[config.mk]
export PLATFORM = sky130hd
export DESIGN_NAME = idct2_reduced
export DESIGN_NICKNAME = d
export VERILOG_FILES = /design/src/rtl/idct2_pkg.sv /design/src/rtl/idct2_dequant.sv /design/src/rtl/idct2_butterfly.sv /design/src/rtl/idct2_round_narrow.sv /design/src/rtl/idct2_pixel.sv /design/src/rtl/idct2_reduced.sv
export SDC_FILE = /design/constraint.sdc
export NUM_CORES = 2
export LEC_CHECK = 0
export ABC_AREA = 0
export BUFFER_PORTS_ARGS = -buffer_cell sky130_fd_sc_hd__buf_4
export CAP_MARGIN = 0
export CORE_UTILIZATION = 50
export CTS_CLUSTER_DIAMETER = 100
export DETAILED_ROUTE_END_ITERATION = 7
export PLACE_DENSITY = 0.65
export SYNTH_ARGS = -nofsm -noshare
export SYNTH_HDL_FRONTEND = slang
export SYNTH_SLANG_ARGS = --single-unit
[constraint.sdc]
create_clock -name clk -period 19.8 [get_ports clk]
set_input_delay 1.98 -clock clk [delete_from_list [all_inputs] [get_ports clk]]
set_output_delay 1.98 -clock clk [all_outputs]
set_load 0.01 [all_outputs]
[src/rtl/idct2_pkg.sv]
package idct2_pkg;

    localparam int USED_N = 5;

    typedef enum logic [1:0] {
        ST_IDLE,
        ST_LOAD,
        ST_COLS,
        ST_ROWS
    } seq_state_t;

    // Odd-part weights in Q13 for taps 1, 3, 5, 7
    localparam int signed WT_1 = 29692;
    localparam int signed WT_3 = -10426;
    localparam int signed WT_5 = 6967;
    localparam int signed WT_7 = -5906;

    // Maps a 3-bit row/column index to {hit, slot}; only 0,1,3,5,7 hit
    function automatic logic [3:0] slot_of(input logic [2:0] k);
        logic [3:0] r;
        unique case (k)
            3'd0:    r = 4'b1_000;
            3'd1:    r = 4'b1_001;
            3'd3:    r = 4'b1_010;
            3'd5:    r = 4'b1_011;
            3'd7:    r = 4'b1_100;
            default: r = 4'b0_000;
        endcase
        return r;
    endfunction

endpackage

[src/rtl/idct2_dequant.sv]
module idct2_dequant #(
    parameter int W = 16
) (
    input  logic signed [W-1:0] coef,
    input  logic signed [W-1:0] quant,
    output logic signed [W-1:0] prod
);
    // Low half of the product, reinterpreted as signed
    assign prod = W'(coef * quant);
endmodule

[src/rtl/idct2_butterfly.sv]
module idct2_butterfly
    import idct2_pkg::*;
#(
    parameter int IN_W       = 16,
    parameter int ACC_W      = 32,
    parameter int EVEN_SHIFT = 15
) (
    input  logic signed [IN_W-1:0]  x0,
    input  logic signed [IN_W-1:0]  x1,
    input  logic signed [IN_W-1:0]  x3,
    input  logic signed [IN_W-1:0]  x5,
    input  logic signed [IN_W-1:0]  x7,
    output logic signed [ACC_W-1:0] sum,
    output logic signed [ACC_W-1:0] diff
);
    localparam logic signed [ACC_W-1:0] K1 = ACC_W'(WT_1);
    localparam logic signed [ACC_W-1:0] K3 = ACC_W'(WT_3);
    localparam logic signed [ACC_W-1:0] K5 = ACC_W'(WT_5);
    localparam logic signed [ACC_W-1:0] K7 = ACC_W'(WT_7);

    logic signed [ACC_W-1:0] e0, e1, e3, e5, e7;
    logic signed [ACC_W-1:0] even_t, odd_t;

    assign e0 = ACC_W'(x0);
    assign e1 = ACC_W'(x1);
    assign e3 = ACC_W'(x3);
    assign e5 = ACC_W'(x5);
    assign e7 = ACC_W'(x7);

    assign even_t = e0 <<< EVEN_SHIFT;
    // Wrapping 32-bit multiply-accumulate
    assign odd_t  = (e1 * K1) + (e3 * K3) + (e5 * K5) + (e7 * K7);

    assign sum  = even_t + odd_t;
    assign diff = even_t - odd_t;
endmodule

[src/rtl/idct2_round_narrow.sv]
module idct2_round_narrow #(
    parameter int ACC_W = 32,
    parameter int OUT_W = 16,
    parameter int SHIFT = 13
) (
    input  logic signed [ACC_W-1:0] din,
    output logic signed [OUT_W-1:0] dout
);
    localparam logic signed [ACC_W:0] RND = (ACC_W+1)'(1) <<< (SHIFT-1);
    // Rounding done one bit wider so the bias cannot wrap
    assign dout = OUT_W'(((ACC_W+1)'(din) + RND) >>> SHIFT);
endmodule

[src/rtl/idct2_pixel.sv]
module idct2_pixel #(
    parameter int ACC_W  = 32,
    parameter int HI_W   = 16,
    parameter int SHIFT  = 4,
    parameter int CENTER = 128,
    parameter int PIX_W  = 8
) (
    input  logic signed [ACC_W-1:0] din,
    output logic [PIX_W-1:0]        pix
);
    localparam logic signed [HI_W:0] RND = (HI_W+1)'(1) <<< (SHIFT-1);
    localparam logic signed [HI_W:0] CTR = (HI_W+1)'(CENTER);
    localparam logic signed [HI_W:0] PMAX = (HI_W+1)'((1 << PIX_W) - 1);
    localparam int SAT_HI = ((1 << PIX_W) - 1 - CENTER) * (1 << SHIFT) + (1 << SHIFT) - (1 << (SHIFT-1));
    localparam int SAT_LO = -(CENTER * (1 << SHIFT)) - (1 << (SHIFT-1));

    logic signed [HI_W-1:0] hi;
    logic signed [HI_W:0]   rs;
    logic signed [HI_W:0]   lvl;

    assign hi  = HI_W'(din >>> (ACC_W - HI_W));
    assign rs  = ((HI_W+1)'(hi) + RND) >>> SHIFT;
    assign lvl = rs + CTR;

    always_comb begin
        if (lvl < 0)
            pix = '0;
        else if (lvl > PMAX)
            pix = '1;
        else
            pix = PIX_W'(lvl);
    end

    // Clamp relation between the descale input and the pixel
    always_comb begin
        if (int'(hi) >= SAT_HI)
            assert_sat_high_R7: assert (pix == PIX_W'((1 << PIX_W) - 1));
        if (int'(hi) < SAT_LO)
            assert_sat_low_R7: assert (pix == '0);
    end
endmodule

[src/rtl/idct2_reduced.sv]
module idct2_reduced
    import idct2_pkg::*;
#(
    parameter int COEF_W    = 16,
    parameter int ACC_W     = 32,
    parameter int FRAC_BITS = 13,
    parameter int PIX_W     = 8,
    parameter int BLOCK_N   = 8
) (
    input  logic                 clk,
    input  logic                 rst_n,
    input  logic                 start,
    input  logic                 in_valid,
    input  logic [5:0]           in_idx,
    input  logic [COEF_W-1:0]    in_coef,
    input  logic [COEF_W-1:0]    in_quant,
    output logic                 busy,
    output logic                 done,
    output logic [4*PIX_W-1:0]   pix_out
);
    localparam int BLK_WORDS  = BLOCK_N * BLOCK_N;
    localparam int IDX_W      = $clog2(BLK_WORDS);
    localparam int HALF_W     = IDX_W / 2;
    localparam int EVEN_SHIFT = FRAC_BITS + 2;
    localparam int OUT_SHIFT  = FRAC_BITS + 7 - COEF_W;
    localparam logic [IDX_W-1:0] LAST_WORD = IDX_W'(BLK_WORDS - 1);
    localparam logic [IDX_W-1:0] LAST_COL  = IDX_W'(USED_N - 1);
    localparam logic [IDX_W-1:0] LAST_ROW  = IDX_W'(1);

    seq_state_t         state, state_nx;
    logic [IDX_W-1:0]   cnt, cnt_nx;

    logic signed [COEF_W-1:0] dq  [USED_N][USED_N];
    logic signed [COEF_W-1:0] mid [2][USED_N];
    logic signed [COEF_W-1:0] prod;
    logic [3:0]               row_hit, col_hit;
    logic                     take_word;

    logic signed [COEF_W-1:0] bx [USED_N];
    logic signed [ACC_W-1:0]  bf_out [2];
    logic signed [COEF_W-1:0] nar [2];
    logic [PIX_W-1:0]         pixv [2];
    logic [2*PIX_W-1:0]       row0_hold;
    logic [2:0]               sel;

    // ---------------- input dequantization ----------------
    idct2_dequant #(.W(COEF_W)) u_dq (
        .coef  (in_coef),
        .quant (in_quant),
        .prod  (prod)
    );

    assign row_hit   = slot_of(in_idx[IDX_W-1:HALF_W]);
    assign col_hit   = slot_of(in_idx[HALF_W-1:0]);
    assign take_word = (state == ST_LOAD) && in_valid;
    assign sel       = cnt[2:0];

    // ---------------- shared butterfly operand mux ----------------
    always_comb begin
        for (int k = 0; k < USED_N; k++) begin
            if (state == ST_ROWS)
                bx[k] = mid[cnt[0]][k];
            else
                bx[k] = dq[k][sel];
        end
    end

    idct2_butterfly #(
        .IN_W       (COEF_W),
        .ACC_W      (ACC_W),
        .EVEN_SHIFT (EVEN_SHIFT)
    ) u_bf (
        .x0   (bx[0]),
        .x1   (bx[1]),
        .x3   (bx[2]),
        .x5   (bx[3]),
        .x7   (bx[4]),
        .sum  (bf_out[0]),
        .diff (bf_out[1])
    );

    // Index 0 = sum branch, index 1 = difference branch
    for (genvar g = 0; g < 2; g++) begin : g_branch
        idct2_round_narrow #(
            .ACC_W (ACC_W),
            .OUT_W (COEF_W),
            .SHIFT (FRAC_BITS)
        ) u_nar (
            .din  (bf_out[g]),
            .dout (nar[g])
        );

        idct2_pixel #(
            .ACC_W  (ACC_W),
            .HI_W   (COEF_W),
            .SHIFT  (OUT_SHIFT),
            .CENTER (1 << (PIX_W - 1)),
            .PIX_W  (PIX_W)
        ) u_pix (
            .din (bf_out[g]),
            .pix (pixv[g])
        );
    end

    // ---------------- next-state logic ----------------
    always_comb begin
        state_nx = state;
        cnt_nx   = cnt;
        unique case (state)
            ST_IDLE: begin
                if (start) begin
                    state_nx = ST_LOAD;
                    cnt_nx   = '0;
                end
            end
            ST_LOAD: begin
                if (in_valid) begin
                    if (cnt == LAST_WORD) begin
                        state_nx = ST_COLS;
                        cnt_nx   = '0;
                    end else begin
                        cnt_nx = cnt + 1'b1;
                    end
                end
            end
            ST_COLS: begin
                if (cnt == LAST_COL) begin
                    state_nx = ST_ROWS;
                    cnt_nx   = '0;
                end else begin
                    cnt_nx = cnt + 1'b1;
                end
            end
            ST_ROWS: begin
                if (cnt == LAST_ROW) begin
                    state_nx = ST_IDLE;
                    cnt_nx   = '0;
                end else begin
                    cnt_nx = cnt + 1'b1;
                end
            end
            default: begin
                state_nx = ST_IDLE;
                cnt_nx   = '0;
            end
        endcase
    end

    // ---------------- state register ----------------
    always_ff @(posedge clk or negedge rst_n) begin
        if (!rst_n) begin
            state <= ST_IDLE;
            cnt   <= '0;
        end else begin
            state <= state_nx;
            cnt   <= cnt_nx;
        end
    end

    // ---------------- working storage ----------------
    always_ff @(posedge clk) begin
        if (take_word && row_hit[3] && col_hit[3])
            dq[row_hit[2:0]][col_hit[2:0]] <= prod;
        if (state == ST_COLS) begin
            mid[0][sel] <= nar[0];
            mid[1][sel] <= nar[1];
        end
    end

    // ---------------- outputs ----------------
    always_ff @(posedge clk or negedge rst_n) begin
        if (!rst_n) begin
            busy      <= 1'b0;
            done      <= 1'b0;
            pix_out   <= '0;
            row0_hold <= '0;
        end else begin
            busy <= (state_nx != ST_IDLE);
            done <= (state == ST_ROWS) && (cnt == LAST_ROW);
            if (state == ST_ROWS && cnt == '0)
                row0_hold <= {pixv[1], pixv[0]};
            if (state == ST_ROWS && cnt == LAST_ROW)
                pix_out <= {pixv[1], pixv[0], row0_hold};
        end
    end

    // ---------------- assertions ----------------
    assert_start_busy_R2: assert property (@(posedge clk) disable iff (!rst_n)
        (state == ST_IDLE && start) |=> busy);

    assert_load_wait_R3: assert property (@(posedge clk) disable iff (!rst_n)
        (state == ST_LOAD && !in_valid) |=> (state == ST_LOAD && $stable(cnt)));

    assert_last_word_R3: assert property (@(posedge clk) disable iff (!rst_n)
        (take_word && cnt == LAST_WORD) |=> (state == ST_COLS));

    assert_done_pulse_R3: assert property (@(posedge clk) disable iff (!rst_n)
        done |=> !done);

    assert_done_idle_R3: assert property (@(posedge clk) disable iff (!rst_n)
        done |-> (!busy && state == ST_IDLE));

    assert_pix_on_done_R8: assert property (@(posedge clk) disable iff (!rst_n)
        (pix_out != $past(pix_out)) |-> done);

    assert_idle_quiet_R10: assert property (@(posedge clk) disable iff (!rst_n)
        (state == ST_IDLE && !start) |=> (!busy && !done));
endmodule

==> flow_summary.json <==
{
  "status": "finished, violations left",
  "violated_checks": "capacitance limit, slew limit",
  "mappedNetlistNets": 5933,
  "worst-endpoint-required_ns": 20.29,
  "n_fill_cell": 9170,
  "report.final.slew_viol_count": 1,
  "syn-cell-area_um2": 53500,
  "rsz0062_at_grt": "false",
  "multi_input_comb_area_um2": 31400,
  "cts_setup_buffers": 0,
  "timing_worst_slew_pin_value_ns": 1.49,
  "syn2layout_area_growth_pct": 8.18,
  "detailed_place_hpwl_um": 111000,
  "rrSetupSlack_ns": 3.71,
  "synth_top_flop_cell": "edfxtp_1",
  "routed_via_density": 5.67,
  "crit_fanout": 24,
  "sink_count_of_the_clock_tree": 618,
  "net_count_reported_at_finish": 6025,
  "post_cts_hold_buffer_count": 0,
  "grt_first_pass_wirelength_um": 218000,
  "cts_root_buf": "clkbuf_16",
  "width_of_the_die_um": 329,
  "cp.buffers_inverters": 6,
  "synthXorXnorAreaFrac_pct": 4.54,
  "worst_setup_slack_before_clock_tree_synthesis_ns": 4.02,
  "finalCriticalPeriod_ns": 16.09,
  "grt_overflow_total": 0,
  "grt_antenna_before_repair": 3,
  "layout-drive-gt1-share_pct": 7.68,
  "synth.area.top_cells": "edfxtp_1 31%, fa_1 20%, ha_1 13%",
  "synth_enable_flop_cells": 560,
  "htreeDepth": 2,
  "route.detailed.wl_per_inst_um": 22.6,
  "final_period_utilization_pct": 81.3,
  "hold_path.class": "reg -> reg",
  "regArea_um2": 18300,
  "worst_path_largest_cell_delay_ns": 0.72,
  "synth-compound-area-share_pct": 9.25,
  "arrival_ns": 16.58,
  "worst_setup_path_start_kind": "flip-flop",
  "core.rowCount": 119,
  "fmax_ghz": 0.0622,
  "placed_cells": 6211,
  "drv_cap": 1,
  "grt_start_max_net_pins": 122,
  "finalSetupViolations": 0,
  "synthArstFlopShare_pct": 9.39,
  "io_buffers": 75,
  "timing.final.ws_setup_ns": 3.71,
  "core-area_um2": 106000,
  "vias": 35769,
  "adder_cell_area_share_of_the_yosys_netlist_pct": 33.3,
  "hold_viol_final": 0,
  "die_height_um": 329,
  "drc_violations": 0,
  "post_cts.resized_instances": 0,
  "critical-path-top-delay-family": "adder cells",
  "finish.utilization_pct": 54.7,
  "setup_total_negative_slack_ns": 0,
  "cts.clk_slew.worst_paths_ns": 0.07,
  "critPathKind": "reg -> reg",
  "cts_tree": "done",
  "antenna_violating_nets_post_route": 0,
  "yosys.area_share.simple_pct": 7.39,
  "end_kind": "flip-flop",
  "clkLatencyLatePin_ns": 0.62,
  "grt_pass1_vias": 36253,
  "synth.yosys.seq_area_share_pct": 34.1,
  "critical-path-top-cell-by-count": "o21ai_0",
  "ys_warn_count": 0,
  "area_share_of_the_largest_cell_type_after_synthesis_pct": 31.4,
  "netlist-cell-type-count": 93,
  "avgSynthCellArea_um2": 11.2,
  "multiplexer_share_of_the_synthesized_area_pct": 3.84,
  "globalplace.congestion": 0.970,
  "dr.first_iter.drc_count": 3353,
  "fin_skew_ns": 0.0168,
  "die-area_um2": 108000,
  "critical-path-slowest-cell": "a21oi_1",
  "io-pin-count": 76,
  "tritoncts.num_buffers": 57,
  "synth.ff_latch_count": 618,
  "synthesis.instances": 4787,
  "synth.largest_area_cell": "edfxtp_1",
  "layout.cells.non_filler": 6314,
  "max-clock-path-buffers": 3,
  "slew_headroom_pct": -0.0907,
  "grt_usage_pct": 26.8,
  "detailedRoute.firstPassIterationCount": 5,
  "totalWireLength_um": 143000,
  "synth_top_family_by_area": "adder cells",
  "initial_core_utilization_pct": 50.6
}
[per-stage QoR]
stage / instance area [um^2] / hold WS [ns]
floorplan: 53500 / 0.438
global placement: 56100 / 0.452
detailed placement: 56100 / 0.458
CTS: 57900 / 0.478
global route: 57900 / 0.493
finish: 57900 / 0.475
[layer usage]
| layer | vias to the layer above | GRT usage (%) | routed length [um] |
|---|---|---|---|
| met4 | 6 | 6.54 | 3470 |
| met5 | - | 0 | 43 |
| met3 | 203 | 2.51 | 8670 |
| li1 | 16316 | - | - |
| met1 | 18021 | 38.1 | 62700 |
| met2 | 1223 | 44.2 | 67600 |
[worst register-to-register path: cells and delay by family (launching register included)]
kind,cells,cell delay [ns]
AO/OA/AOI/OAI,21,4.60
XOR/XNOR,5,1.87
adder cells (fa/ha/maj),12,4.70
buffers and inverters,6,1.10
flip-flops,1,0.62
AND/OR/NAND/NOR,11,3.05
[layout by cell type, fill, tap and decap left out, types with 12 or more instances in the layout]
cell,instances
inv_1,942
ha_1,570
edfxtp_1,560
fa_1,534
nand2_1,295
nor2_1,182
xnor2_1,180
a21oi_1,155
o21ai_0,154
buf_4,154
mux2i_1,97
and2_1,90
xor2_1,84
clkbuf_16,58
dfrtp_1,55
mux2_2,54
nand3_1,54
a21o_1,45
nor3_1,44
a211oi_1,29
nand2b_1,29
a221oi_1,27
a22oi_1,27
a221o_1,25
nor2b_1,24
a22o_1,22
a31oi_1,22
o21bai_1,22
mux4_2,21
o2111ai_1,20
o21a_1,19
a311oi_1,18
o31ai_1,17
clkbuf_1,16
and3_1,15
or3_1,15
or2_2,13
a211o_1,12
[Yosys cell counts (90+ instances only)]
master,n
inv_1,942
ha_1,570
edfxtp_1,560
fa_1,534
nand2_1,296
xnor2_1,190
nor2_1,184
a21oi_1,156
o21ai_0,155
mux2i_1,97
clkbuf_1,92
and2_1,90
[worst paths after layout]
path | startpoint | to | cells after the start
hold / removal | pix_out[14] | pix_out[14] | 2
setup / recovery | cnt[0] | pix_out[26] | 55
max in group asynchronous | rst_n | cnt[1] | 1
min in group asynchronous | rst_n | pix_out[5] | 1
hold reg to reg | pix_out[14] | pix_out[14] | 2
setup reg to reg | cnt[0] | pix_out[26] | 55
[layout make-up]
class | instances | area share (%)
clock inverter | 28 | 0.422
timing repair buffer | 155 | 2.03
tap | 1391 | 3.01
inverter | 944 | 6.12
clock buffer | 74 | 2.61
antenna | 1 | 0.00432
multi-input combinational | 3103 | 54.2
sequential | 618 | 31.6
[kinds of logic (layout without fill, tap and decap cells)]
| logic type | Yosys count | in the layout |
|---|---|---|
| AND/OR/NAND/NOR | 829 | 829 |
| AO/OA/AOI/OAI | 721 | 721 |
| flip-flops | 618 | 618 |
| multiplexers | 172 | 172 |
| adder cells (fa/ha/maj) | 1104 | 1104 |
| XOR/XNOR | 276 | 276 |
| other | 1 | 2 |
| buffers and inverters | 1066 | 1201 |
[registers in the layout (all words and copies together) (netlist names)]
name       flops
dq           400
mid          160
pix_out       32
row0_hold     16
cnt            6
state          2
busy           1
done           1
Power is left out: the tool's default activity adds up to more than one toggle a clock period on the data nets, which glitch-free logic cannot reach.
